<file path="src/rtl/disp_rst_pkg.sv">
package disp_rst_pkg;

    // Shortest reset pulse, in microseconds, that the receiver always honours.
    localparam int unsigned PULSE_FLOOR_US = 10;

    typedef enum logic [1:0] {
        SEQ_IDLE  = 2'd0,
        SEQ_PULSE = 2'd1,
        SEQ_HOLD  = 2'd2
    } seq_state_e;

    typedef struct packed {
        logic rst_n;
        logic ready;
        logic wake_ok;
    } seq_out_t;

    // Microseconds to clock cycles, rounded up, never below one cycle.
    function automatic int unsigned us_to_cycles(int unsigned khz, int unsigned us);
        longint unsigned prod;
        longint unsigned cyc;
        prod = longint'(khz) * longint'(us);
        cyc  = (prod + 64'd999) / 64'd1000;
        if (cyc == 64'd0) cyc = 64'd1;
        return 32'(cyc);
    endfunction

    function automatic int unsigned max_u(int unsigned a, int unsigned b);
        return (a > b) ? a : b;
    endfunction

    function automatic int unsigned cnt_width(int unsigned n);
        return (n < 2) ? 1 : $clog2(n + 1);
    endfunction

endpackage

</file>
<file path="src/rtl/seq_dly_timer.sv">
module seq_dly_timer #(
    parameter int unsigned W = 8
) (
    input  logic         clk_i,
    input  logic         srst_i,
    input  logic         load_i,
    input  logic [W-1:0] len_i,
    output logic         fire_o,
    output logic         busy_o
);
    logic [W-1:0] cnt_q;
    logic         busy_q;

    // A load arms the timer for len_i cycles; fire_o marks the last one.
    always_ff @(posedge clk_i) begin
        if (srst_i) begin
            busy_q <= 1'b0;
            cnt_q  <= '0;
        end else if (load_i) begin
            busy_q <= 1'b1;
            cnt_q  <= len_i - W'(1);
        end else if (busy_q) begin
            if (cnt_q == '0) begin
                busy_q <= 1'b0;
            end else begin
                cnt_q <= cnt_q - W'(1);
            end
        end
    end

    assign fire_o = busy_q && (cnt_q == '0);
    assign busy_o = busy_q;

endmodule

</file>
<file path="src/rtl/seq_ctrl_fsm.sv">
module seq_ctrl_fsm
    import disp_rst_pkg::*;
(
    input  logic     clk_i,
    input  logic     srst_i,
    input  logic     start_i,
    input  logic     phase_fire_i,
    input  logic     wake_fire_i,
    output logic     phase_load_o,
    output logic     phase_sel_settle_o,
    output logic     wake_load_o,
    output seq_out_t out_o
);
    seq_state_e state_q, state_d;
    seq_out_t   out_q, out_d;
    logic       ready_now, wake_now;

    always_comb begin
        state_d            = state_q;
        out_d              = out_q;
        phase_load_o       = 1'b0;
        phase_sel_settle_o = 1'b0;
        wake_load_o        = 1'b0;
        ready_now          = out_q.ready | phase_fire_i;
        wake_now           = out_q.wake_ok | wake_fire_i;
        unique case (state_q)
            SEQ_IDLE: begin
                if (start_i) begin
                    state_d      = SEQ_PULSE;
                    out_d        = '0;
                    phase_load_o = 1'b1;
                end
            end
            SEQ_PULSE: begin
                if (phase_fire_i) begin
                    state_d            = SEQ_HOLD;
                    out_d.rst_n        = 1'b1;
                    phase_load_o       = 1'b1;
                    phase_sel_settle_o = 1'b1;
                    wake_load_o        = 1'b1;
                end
            end
            SEQ_HOLD: begin
                out_d.ready   = ready_now;
                out_d.wake_ok = wake_now;
                if (ready_now && wake_now) state_d = SEQ_IDLE;
            end
            default: state_d = SEQ_IDLE;
        endcase
    end

    always_ff @(posedge clk_i) begin
        if (srst_i) begin
            state_q <= SEQ_IDLE;
            out_q   <= '0;
        end else begin
            state_q <= state_d;
            out_q   <= out_d;
        end
    end

    assign out_o = out_q;

endmodule

</file>
<file path="src/rtl/disp_rst_seq.sv">
module disp_rst_seq
    import disp_rst_pkg::*;
#(
    parameter int unsigned CLK_KHZ   = 100000,
    parameter int unsigned PULSE_US  = 10,
    parameter int unsigned SETTLE_US = 5000,
    parameter int unsigned WAKE_US   = 120000
) (
    input  logic clk_i,
    input  logic srst_i,
    input  logic start_i,
    output logic disp_rst_n_o,
    output logic cmd_ready_o,
    output logic wake_ok_o
);
    localparam int unsigned PULSE_CYC  = us_to_cycles(CLK_KHZ, max_u(PULSE_US, PULSE_FLOOR_US));
    localparam int unsigned SETTLE_CYC = us_to_cycles(CLK_KHZ, SETTLE_US);
    localparam int unsigned WAKE_CYC   = us_to_cycles(CLK_KHZ, WAKE_US);
    localparam int unsigned PHASE_W    = cnt_width(max_u(PULSE_CYC, SETTLE_CYC));
    localparam int unsigned WAKE_W     = cnt_width(WAKE_CYC);

    logic               phase_load, phase_sel_settle, phase_fire, phase_busy;
    logic               wake_load, wake_fire, wake_busy;
    logic [PHASE_W-1:0] phase_len;
    seq_out_t           seq_out;

    assign phase_len = phase_sel_settle ? PHASE_W'(SETTLE_CYC) : PHASE_W'(PULSE_CYC);

    seq_ctrl_fsm u_fsm (
        .clk_i              (clk_i),
        .srst_i             (srst_i),
        .start_i            (start_i),
        .phase_fire_i       (phase_fire),
        .wake_fire_i        (wake_fire),
        .phase_load_o       (phase_load),
        .phase_sel_settle_o (phase_sel_settle),
        .wake_load_o        (wake_load),
        .out_o              (seq_out)
    );

    // Shared by the reset pulse and the short settle window.
    seq_dly_timer #(.W(PHASE_W)) u_phase_tmr (
        .clk_i  (clk_i),
        .srst_i (srst_i),
        .load_i (phase_load),
        .len_i  (phase_len),
        .fire_o (phase_fire),
        .busy_o (phase_busy)
    );

    // Long window ahead of the wake command, runs alongside the settle window.
    seq_dly_timer #(.W(WAKE_W)) u_wake_tmr (
        .clk_i  (clk_i),
        .srst_i (srst_i),
        .load_i (wake_load),
        .len_i  (WAKE_W'(WAKE_CYC)),
        .fire_o (wake_fire),
        .busy_o (wake_busy)
    );

    assign disp_rst_n_o = seq_out.rst_n;
    assign cmd_ready_o  = seq_out.ready;
    assign wake_ok_o    = seq_out.wake_ok;

endmodule

</file>
<file path="config.mk">
export PLATFORM = sky130hd
export DESIGN_NAME = disp_rst_seq
export DESIGN_NICKNAME = d
export VERILOG_FILES = /design/src/rtl/disp_rst_pkg.sv /design/src/rtl/seq_dly_timer.sv /design/src/rtl/seq_ctrl_fsm.sv /design/src/rtl/disp_rst_seq.sv
export SDC_FILE = /design/constraint.sdc
export NUM_CORES = 1
export LEC_CHECK = 0
export BUFFER_PORTS_ARGS = -buffer_cell sky130_fd_sc_hd__clkbuf_2
export CAP_MARGIN = 20
export CORE_ASPECT_RATIO = 2
export CORE_MARGIN = 1.5
export CORE_UTILIZATION = 66
export CTS_BUF_LIST = sky130_fd_sc_hd__clkbuf_4 sky130_fd_sc_hd__clkbuf_8
export DETAILED_ROUTE_END_ITERATION = 16
export PLACE_DENSITY = 0.91
export SETUP_SLACK_MARGIN = 0.4
export SLEW_MARGIN = 20
export SYNTH_ARGS = -nofsm -noshare
export SYNTH_HDL_FRONTEND = slang
export SYNTH_HIERARCHICAL = 1
export SYNTH_SLANG_ARGS = --single-unit
</file>
<file path="constraint.sdc">
create_clock -name clk_i -period 5.06 [get_ports clk_i]
set_input_delay 1.012 -clock clk_i [delete_from_list [all_inputs] [get_ports clk_i]]
set_output_delay 1.012 -clock clk_i [all_outputs]
set_load 0.01 [all_outputs]
</file>
Word-level counts from Yosys, hierarchy flattened. Index checks and enable logic that the tools add are counted.

Register bits after elaboration: 50. Input bits: 3. Output and inout bits: 3. Logic and storage cells: 64.

$add $sub $neg: 3. Eq/ne operators: 7. Mux-type cells: 25. Bitwise operators: 3. Reduce and logical (&&, ||, !) cells: 17.

Operators with widths (number): $mux 19 (4); $mux 24 (3); $sub 19x1->19 const B (2); $logic_not 24->1 (1); $sub 24x1->24 const B (1); $logic_not 19->1 (1); $mux 1 (10); $reduce_and 2->1 (4); $reduce_bool 2->1 (4); $mux 2 (3); $ne 2x2->1 const B (3); $pmux 2 s3 (1); $reduce_and 3->1 (2); $ne 2x1->1 const B (2); $pmux 1 s2 (2); $pmux 2 s2 (1); $logic_and 1x1->1 (3); $mux 3 (1); $eq 2x1->1 const B (1); $eq 2x2->1 const B (1); $logic_not 2->1 (1); $or 1x1->1 (2); $reduce_or 2->1 (1); $not 1->1 (1).

Depth between registers and ports, before layout. Gate-level depths: netlist of run 1.

Depth in word-level cells: 7. Depth in mapped cells: 19. Gate-level depth less buffers: 12.

Modules after synthesis. The synthesis of run 1 kept the hierarchy.

By module, submodules not included: seq_dly_timer (u_wake_tmr) (times used 1, cells an instance 263, area an instance 2154.6 um2, sequential area each 500.5 um2); seq_dly_timer (u_phase_tmr) (times used 1, cells an instance 204, area an instance 1730.4 um2, sequential area each 400.4 um2); seq_ctrl_fsm (times used 1, cells an instance 29, area an instance 232.7 um2, sequential area each 100.1 um2); disp_rst_seq (times used 1, cells an instance 3, area an instance 11.3 um2, sequential area each 0.0 um2).

Worst setup path before layout of run 1. No wires, ideal clock.

Path kind: register to register. Start point: register u_phase_tmr.cnt_q[0]. End point: register u_wake_tmr.cnt_q[16]. Setup time: 0.120 ns. Data arrival time: 4.526 ns. Data required time: 4.940 ns. Path slack: 0.414 ns. Stages on the path, launching flop included: 20. Cells stage by stage: dfxtp_1 > nor3_2 > nand4_1 > nor3_1 > nand2_1 > or2_1 > inv_1 > buf_4 > buf_2 > buf_2 > buf_2 > buf_2 > buf_1 > mux2i_1 > ha_1 > o211ai_1 > buf_2 > nor3_1 > a2111oi_0 > a211o_1.

Longest elaborated chain between the ends: 6. Elaborated cells between the ends (all ways): 8. Those cells by class: 1 x eq/ne; 3 x mux; 4 x reduce/logical.

RTL lines: start, declared (RTL line seq_dly_timer.sv:11) `logic [W-1:0] cnt_q;`; start signal, assigned (RTL line seq_dly_timer.sv:21) `cnt_q <= len_i - W'(1);`; start signal, assigned (RTL line seq_dly_timer.sv:26) `cnt_q <= cnt_q - W'(1);`; $logic_not 19->1 (*) (RTL line seq_dly_timer.sv:31) `assign fire_o = busy_q && (cnt_q == '0);`; $logic_and 1x1->1 (*) (RTL line seq_dly_timer.sv:31); named net phase_fire (RTL line disp_rst_seq.sv:22) `logic phase_load, phase_sel_settle, phase_fire, phase_busy;`; $mux 1 (*) (RTL line seq_ctrl_fsm.sv:35) `if (phase_fire_i) begin`; $mux 1 (*) (RTL line seq_ctrl_fsm.sv:26) `unique case (state_q)`; named net wake_load (RTL line disp_rst_seq.sv:23) `logic wake_load, wake_fire, wake_busy;`; $ne 2x2->1 (no source line) or $reduce_bool 2->1 (tied branches); $reduce_and 2->1 (no source line); end signal, assigned (RTL line seq_dly_timer.sv:21); end signal, assigned (RTL line seq_dly_timer.sv:26); end, declared (RTL line seq_dly_timer.sv:11).

Mark *: on every way through the listed nets, which the timed path passes. The rest lies on a longest branch. A chain may end at the register's enable or synchronous reset.

Worst setup path in the final report of run 1.
Start point: register u_phase_tmr.cnt_q[0]. End point: register u_wake_tmr.cnt_q[22].

Longest elaborated chain between the ends: 5.

RTL lines (RTL line): $logic_not 19->1 (seq_dly_timer.sv:31); $logic_and 1x1->1 (seq_dly_timer.sv:31); named net phase_fire (disp_rst_seq.sv:22); $mux 1 (seq_ctrl_fsm.sv:35); $mux 1 (seq_ctrl_fsm.sv:26); $reduce_or 2->1 (no source line).

The timed path passes the listed nets, and every way through them passes these cells.

==> results.json, run 1 <==
{
  "rows": 40,
  "grt-ovfl-total": 0,
  "clock_path_buffers": 2,
  "grt_pass1_vias": 4123,
  "drt-total-wl_um": 11130,
  "finalSetupTns_ps": 0,
  "synth-warning-count": 6,
  "hold_start": "u_wake_tmr/cnt_q[3]",
  "seq_area_frac_synth_pct": 24.24,
  "clock_sinks": 50,
  "worst-path-max-fanout": 34,
  "numPortBuffers": 5,
  "syn_avg_cell_area_um2": 8.274,
  "hold_viol_final": 0,
  "synth_edf_count": 0,
  "crit_slowest_cell": "nor3_1",
  "yosys_register_bits": 50,
  "hp-class": "flop to flop",
  "path_clk_slew_ps": 100,
  "cts_tree": "yes",
  "numCtsBuffers": 5,
  "die_area_um2": 6768,
  "fin_crit_sh_pct": 85.46,
  "crit_path_end_kind": "flop",
  "die_h_um": 114.9,
  "drive_gt1_share_pct": 9.468,
  "p_leak_nw": 1.823,
  "dpl_worst_slack_ps": 811.6,
  "worst_pin_slew_ps": 753.5,
  "syn_to_final_growth_pct": 13.52,
  "p_per_area_nw_per_um2": 203.5,
  "syn_inst": 499,
  "r2r_start": "u_phase_tmr/cnt_q[0]",
  "finalCriticalPeriod_ps": 4324,
  "setup_viol": 0,
  "cts_root_buf": "clkbuf_8",
  "layout_commonest_cell": "conb_1",
  "grt_usage_pct": 34.48,
  "cp_slowest_stage_delay_ps": 460,
  "diodes": 0,
  "drv_slew": 0,
  "drc": 0,
  "fmax_ghz": 0.2313,
  "n_fill_cell": 427,
  "critPathBufInv": 2,
  "via_count": 4303,
  "viasPerCell": 6.471,
  "ys_types": 85,
  "ys_dominant_reg_cell": "dfxtp_1",
  "crit_path_start_kind": "flop",
  "cts_setup_buffers": 0,
  "async_reset_ff_share_pct": 0,
  "drt_first_pass_iters": 7,
  "rsz0062_at_grt": "false",
  "slew_headroom_pct": 49.62,
  "first_iter_violations": 288,
  "layout_setup_ws_ps": 735.9,
  "antenna_found_initial": 0,
  "grt_pass1_wl_um": 18340,
  "wl_per_cell_um": 16.73,
  "most-common-layout-cells": "114 x conb_1, 50 x dfxtp_1, 31 x nor3_1, 27 x nand2_1, 26 x nor2_1",
  "crit_type": "flop to flop",
  "netlist_area_um2": 4129,
  "die_x_um": 58.93,
  "vdd_drop_max_v": 0.0001566,
  "nNetsFinal": 606,
  "run_status": "finished, final reports clean",
  "dpl.hpwl_um": 7967,
  "fin_skew_ps": 10.11,
  "htree_levels": 2,
  "final_antenna_net_count": 0,
  "place_congestion": 0.9300,
  "path_delay_family": "simple AND/OR/NAND/NOR gates",
  "critPathArrivalTime_ps": 4550,
  "num_io_pins": 6,
  "cp-startpoint": "u_phase_tmr/cnt_q[0]",
  "drv_cap": 0,
  "start_util_pct": 68.75,
  "clk_latency_ps": 320,
  "grt_max_degree": 46,
  "crit_chain": "nor3_2 > nand4_1 > nor3_1 > nand2_1 > or2_1 > inv_2 > mux2i_1 > ha_1 > o211ai_1 > buf_4 > a211oi_2 > a31oi_1 > o32ai_1",
  "core_region_area_um2": 6006,
  "worst_ep_required_time_ps": 5290
}
-- power breakdown --
group / internal [mW] / switching [mW]
clock: 0.146 / 0.149
sequential: 0.411 / 0.0209
combinational: 0.0799 / 0.147
total: 0.636 / 0.317
-- synth_stat cells (3+ instances only) --
cell type	number	area, um2
nor3b_1	8	60.06
nand2_1	27	101.4
o211ai_1	10	75.07
a211oi_1	9	67.56
o21a_1	6	45.04
o21ai_0	17	85.08
mux2i_1	25	250.2
buf_2	14	70.07
a211o_1	3	26.28
inv_1	20	75.07
o22a_1	3	26.28
nor4_1	24	150.1
xnor2_1	12	105.1
nor2_1	26	97.59
o21ai_1	3	15.01
o31a_1	10	87.58
nor4b_2	3	45.04
a2111oi_2	4	60.06
dfxtp_1	50	1001
nor4_2	6	75.07
nor3_1	31	155.2
nand2b_1	6	37.54
o311a_1	6	60.06
nand3_1	13	65.06
and4_1	11	96.34
a21oi_1	19	95.09
clkbuf_1	11	41.29
a31oi_1	5	31.28
nor3_2	3	30.03
o22ai_1	8	50.05
and3_1	6	37.54
xor2_1	9	78.83
or3_1	10	62.56
nand4_1	4	25.02
-- registers in the layout (all words and copies together) (netlist names) --
| signal | count |
|---|---|
| u_fsm/out_o | 3 |
| u_fsm/state_q | 2 |
| u_phase_tmr/busy_o | 1 |
| u_phase_tmr/cnt_q | 19 |
| u_wake_tmr/busy_o | 1 |
| u_wake_tmr/cnt_q | 24 |
-- cells by family (layout without fill, tap and decap cells) --
logic type / count (synthesis) / in the layout / synth area share [%]
DFF: 50 / 50 / 24.24
xor gates and xnor gates: 21 / 21 / 4.455
other: 2 / 114 / 0.1819
muxes: 27 / 27 / 6.606
AOI/OAI and AO/OA: 143 / 143 / 26.55
buffers and inverters: 51 / 42 / 5.606
adders and majority gates: 2 / 2 / 0.6060
and+or+nand+nor: 203 / 203 / 31.76
-- worst paths after layout --
check / depth (start not counted) / slack [ps] / endpoint
max: 13 / 740 / u_wake_tmr/cnt_q[22]
min: 2 / 500 / u_wake_tmr/cnt_q[3]
max reg2reg: 13 / 740 / u_wake_tmr/cnt_q[22]
min reg2reg: 2 / 500 / u_wake_tmr/cnt_q[3]
-- metal layers --
layer	wire [um]	track usage, %
met3	458	5.399
met5	0	0
met2	5888	61.04
met1	3967	34.55
met4	813	25.76
-- worst reg2reg max path, stage by stage, from the launching register on --
cell      delay (ps)
dfxtp_1          340
nor3_2           390
nand4_1          260
nor3_1           460
nand2_1          190
or2_1            270
inv_2            430
mux2i_1          320
ha_1             300
o211ai_1         150
buf_4            220
a211oi_2         460
a31oi_1          160
o32ai_1          280
-- layout make-up --
class	count	area (um2)	area share (%)
Inverter	21	78.83	1.682
Multi-Input combinational cell	510	3334	71.14
Clock inverter	3	40.04	0.8542
Timing Repair Buffer	13	85.08	1.815
Tap cell	63	78.83	1.682
Sequential cell	50	1001	21.36
Clock buffer	5	68.82	1.468
-- metrics by stage --
step | std cells | hold slack (ps) | utilization (%) | area [um2] | power (mW)
after CTS | 665 | 499.1 | 77.94 | 4681 | 0.9479
after floorplan | 611 | 456.6 | - | 4549 | 0.6179
after global routing | 665 | 520.1 | 78.04 | 4687 | 0.9905
final | 665 | 501.9 | 78.04 | 4687 | 0.9539
after global placement | 657 | 476.0 | 76.13 | 4572 | 0.6497
after detailed placement | 657 | 488.1 | 76.13 | 4572 | 0.6586
-- repair_timing --
item / CTS / global route
setup endpoints to repair: 0 / 4
hold buffers: 0 / 0
resized for setup: 0 / 1
Power figures use the tool's default switching activity.
==> inputs of run 2 (changes only) <==
==> constraint.sdc (replaced) <==
create_clock -name clk_i -period 5.06 [get_ports clk_i]
set_input_delay 0.253 -clock clk_i [delete_from_list [all_inputs] [get_ports clk_i]]
set_output_delay 0.253 -clock clk_i [all_outputs]
set_load 0.01 [all_outputs]
==> run 2 against run 1 <==
- non-clock buffer count did not move
- flip-flop and latch count did not move
- critical path depth did not move
- fmax rose by 3.6%
- via count rose by 2.0%
- combinational power barely moved
- largest cell class unchanged
==> results.json, run 2 (synthesis gave the netlist of run 1 again) <==
{
  "clkPwrFrac_pct": 35.1,
  "cts_hold_buf": 0,
  "n_fill_cell": 430,
  "dpl_worst_slack_ps": 790.4,
  "drv_cap": 0,
  "die_h_um": 114.9,
  "setup_viol": 0,
  "internal_power_mw": 0.6888,
  "hp-class": "input pin to flop",
  "drc": 0,
  "top_register": "u_wake_tmr/cnt_q",
  "htree_levels": 2,
  "grt_pass1_wl_um": 19220,
  "cts_root_buf": "clkbuf_8",
  "worst_pin_slew_ps": 767.2,
  "rows": 40,
  "fin_cells": 665,
  "drv_slew": 0,
  "sw_frac_of_total_pct": 32.22,
  "grt_pass1_vias": 4343,
  "path_clk_slew_ps": 100,
  "via_count": 4390,
  "layout_commonest_cell": "conb_1",
  "slew_headroom_pct": 48.70,
  "rsz0062_at_grt": "false",
  "first_iter_violations": 424,
  "drt_first_pass_iters": 5,
  "numPortBuffers": 5,
  "dpl.cell_count": 657,
  "clk_latency_ps": 320,
  "finalPower_mw": 1.016,
  "worst-path-max-fanout": 34,
  "nNetsFinal": 606,
  "clock_sinks": 50,
  "finalCriticalPeriod_ps": 4173,
  "diodes": 0,
  "numCtsBuffers": 5,
  "hold_viol_final": 0,
  "clock_path_buffers": 2,
  "layout_setup_ws_ps": 886.7,
  "fin_skew_ps": 4.620,
  "drive_gt1_share_pct": 9.635,
  "antenna_found_initial": 0,
  "crit_type": "flop to flop",
  "vdd_drop_max_v": 0.0002016,
  "p_leak_nw": 1.834,
  "num_io_pins": 6,
  "r2r_slack_ps": 890,
  "wl_per_cell_um": 17.58,
  "core_region_area_um2": 6006,
  "viasPerCell": 6.602,
  "p_sw_mw": 0.3274,
  "utilization_pct": 78.60,
  "die_area_um2": 6768,
  "crit_path_end_kind": "flop",
  "p_per_area_nw_per_um2": 215.3,
  "grt_usage_pct": 36.23,
  "drt-total-wl_um": 11690,
  "grt_max_degree": 46,
  "combinationalPowerShare_pct": 22.4,
  "start_util_pct": 68.75,
  "final_antenna_net_count": 0,
  "critPathArrivalTime_ps": 4400,
  "run_status": "finished, final reports clean",
  "seqPwrFrac_pct": 42.5,
  "syn_to_final_growth_pct": 14.33,
  "cts_tree": "yes",
  "place_congestion": 0.9345,
  "fin_crit_sh_pct": 82.48,
  "grt-ovfl-total": 0,
  "finalSetupTns_ps": 0,
  "dpl.hpwl_um": 8055,
  "fmax_ghz": 0.2396,
  "largest_reg_flops": 24,
  "most-common-layout-cells": "114 x conb_1, 50 x dfxtp_1, 30 x nor3_1, 27 x nand2_1, 26 x nor2_1",
  "worst_ep_required_time_ps": 5290,
  "crit_path_start_kind": "flop",
  "cts_setup_buffers": 0,
  "die_x_um": 58.93
}
## run 2: cell types whose count changed in the layout (fill, tap and decap cells not counted)
cell / delta
clkinv_4: +1
clkinv_2: -2
bufinv_16: +1
nor3_2: +1
nor3_1: -1
## run 2: final cells by class
cell class / instances / area (um2) / share of cell area, %
Clock buffer: 5 / 68.82 / 1.458
Timing Repair Buffer: 13 / 85.08 / 1.802
Clock inverter: 3 / 68.82 / 1.458
Inverter: 21 / 78.83 / 1.670
Multi-Input combinational cell: 510 / 3339 / 70.74
Sequential cell: 50 / 1001 / 21.20
Tap cell: 63 / 78.83 / 1.670
## run 2: per-layer routing
| layer | vias to the layer above | share of wire [%] | GRT usage (%) | routed length [um] |
|---|---|---|---|---|
| li1 | 2059 | - | - | - |
| met1 | 2051 | 35 | 34.62 | 4037 |
| met2 | 200 | 53 | 64.81 | 6247 |
| met3 | 80 | 4.6 | 6.187 | 540 |
| met4 | 0 | 7.4 | 28.64 | 866 |
| met5 | - | 0 | 0 | 0 |
## run 2: power groups by stage
stage / sequential [mW] / combinational, mW / clock [mW]
floorplan: 0.435 / 0.183 / 0
global placement: 0.439 / 0.211 / 0
detailed placement: 0.440 / 0.218 / 0
CTS: 0.431 / 0.220 / 0.355
global route: 0.435 / 0.249 / 0.374
finish: 0.432 / 0.228 / 0.357
## run 2: per-stage QoR
stage	instance area, um2	hold slack [ps]
after floorplan	4549	322.1
after global placement	4572	474.0
after detailed placement	4572	486.9
after CTS	4710	209.6
after global routing	4721	233.1
final	4721	219.9
## run 2: final timing paths
| path | start | to | depth (start not counted) |
|---|---|---|---|
| max reg2reg | u_phase_tmr/cnt_q[0] | u_wake_tmr/cnt_q[18] | 13 |
| min reg2reg | u_phase_tmr/cnt_q[0] | u_phase_tmr/cnt_q[0] | 2 |
| min | start_i | u_fsm/state_q[0] | 3 |
| max | u_phase_tmr/cnt_q[0] | u_wake_tmr/cnt_q[18] | 13 |
## run 2: worst max-delay path: stages (launching register included)
cell and delay, ps:
dfxtp_1 340, nor3_2 350, nand4_1 280, nor3_2 350
nand2_1 160, or2_1 260, inv_2 430, mux2i_1 310
ha_1 280, o211ai_1 160, buf_4 230, a2111oi_2 430
a211oi_1 170, nor4_1 320
## run 2: repair_timing
action                                 4_1_cts  5_1_grt
endpoints found under the hold margin        0        0
gates resized for setup                      0        2
setup endpoints to repair                    0        7
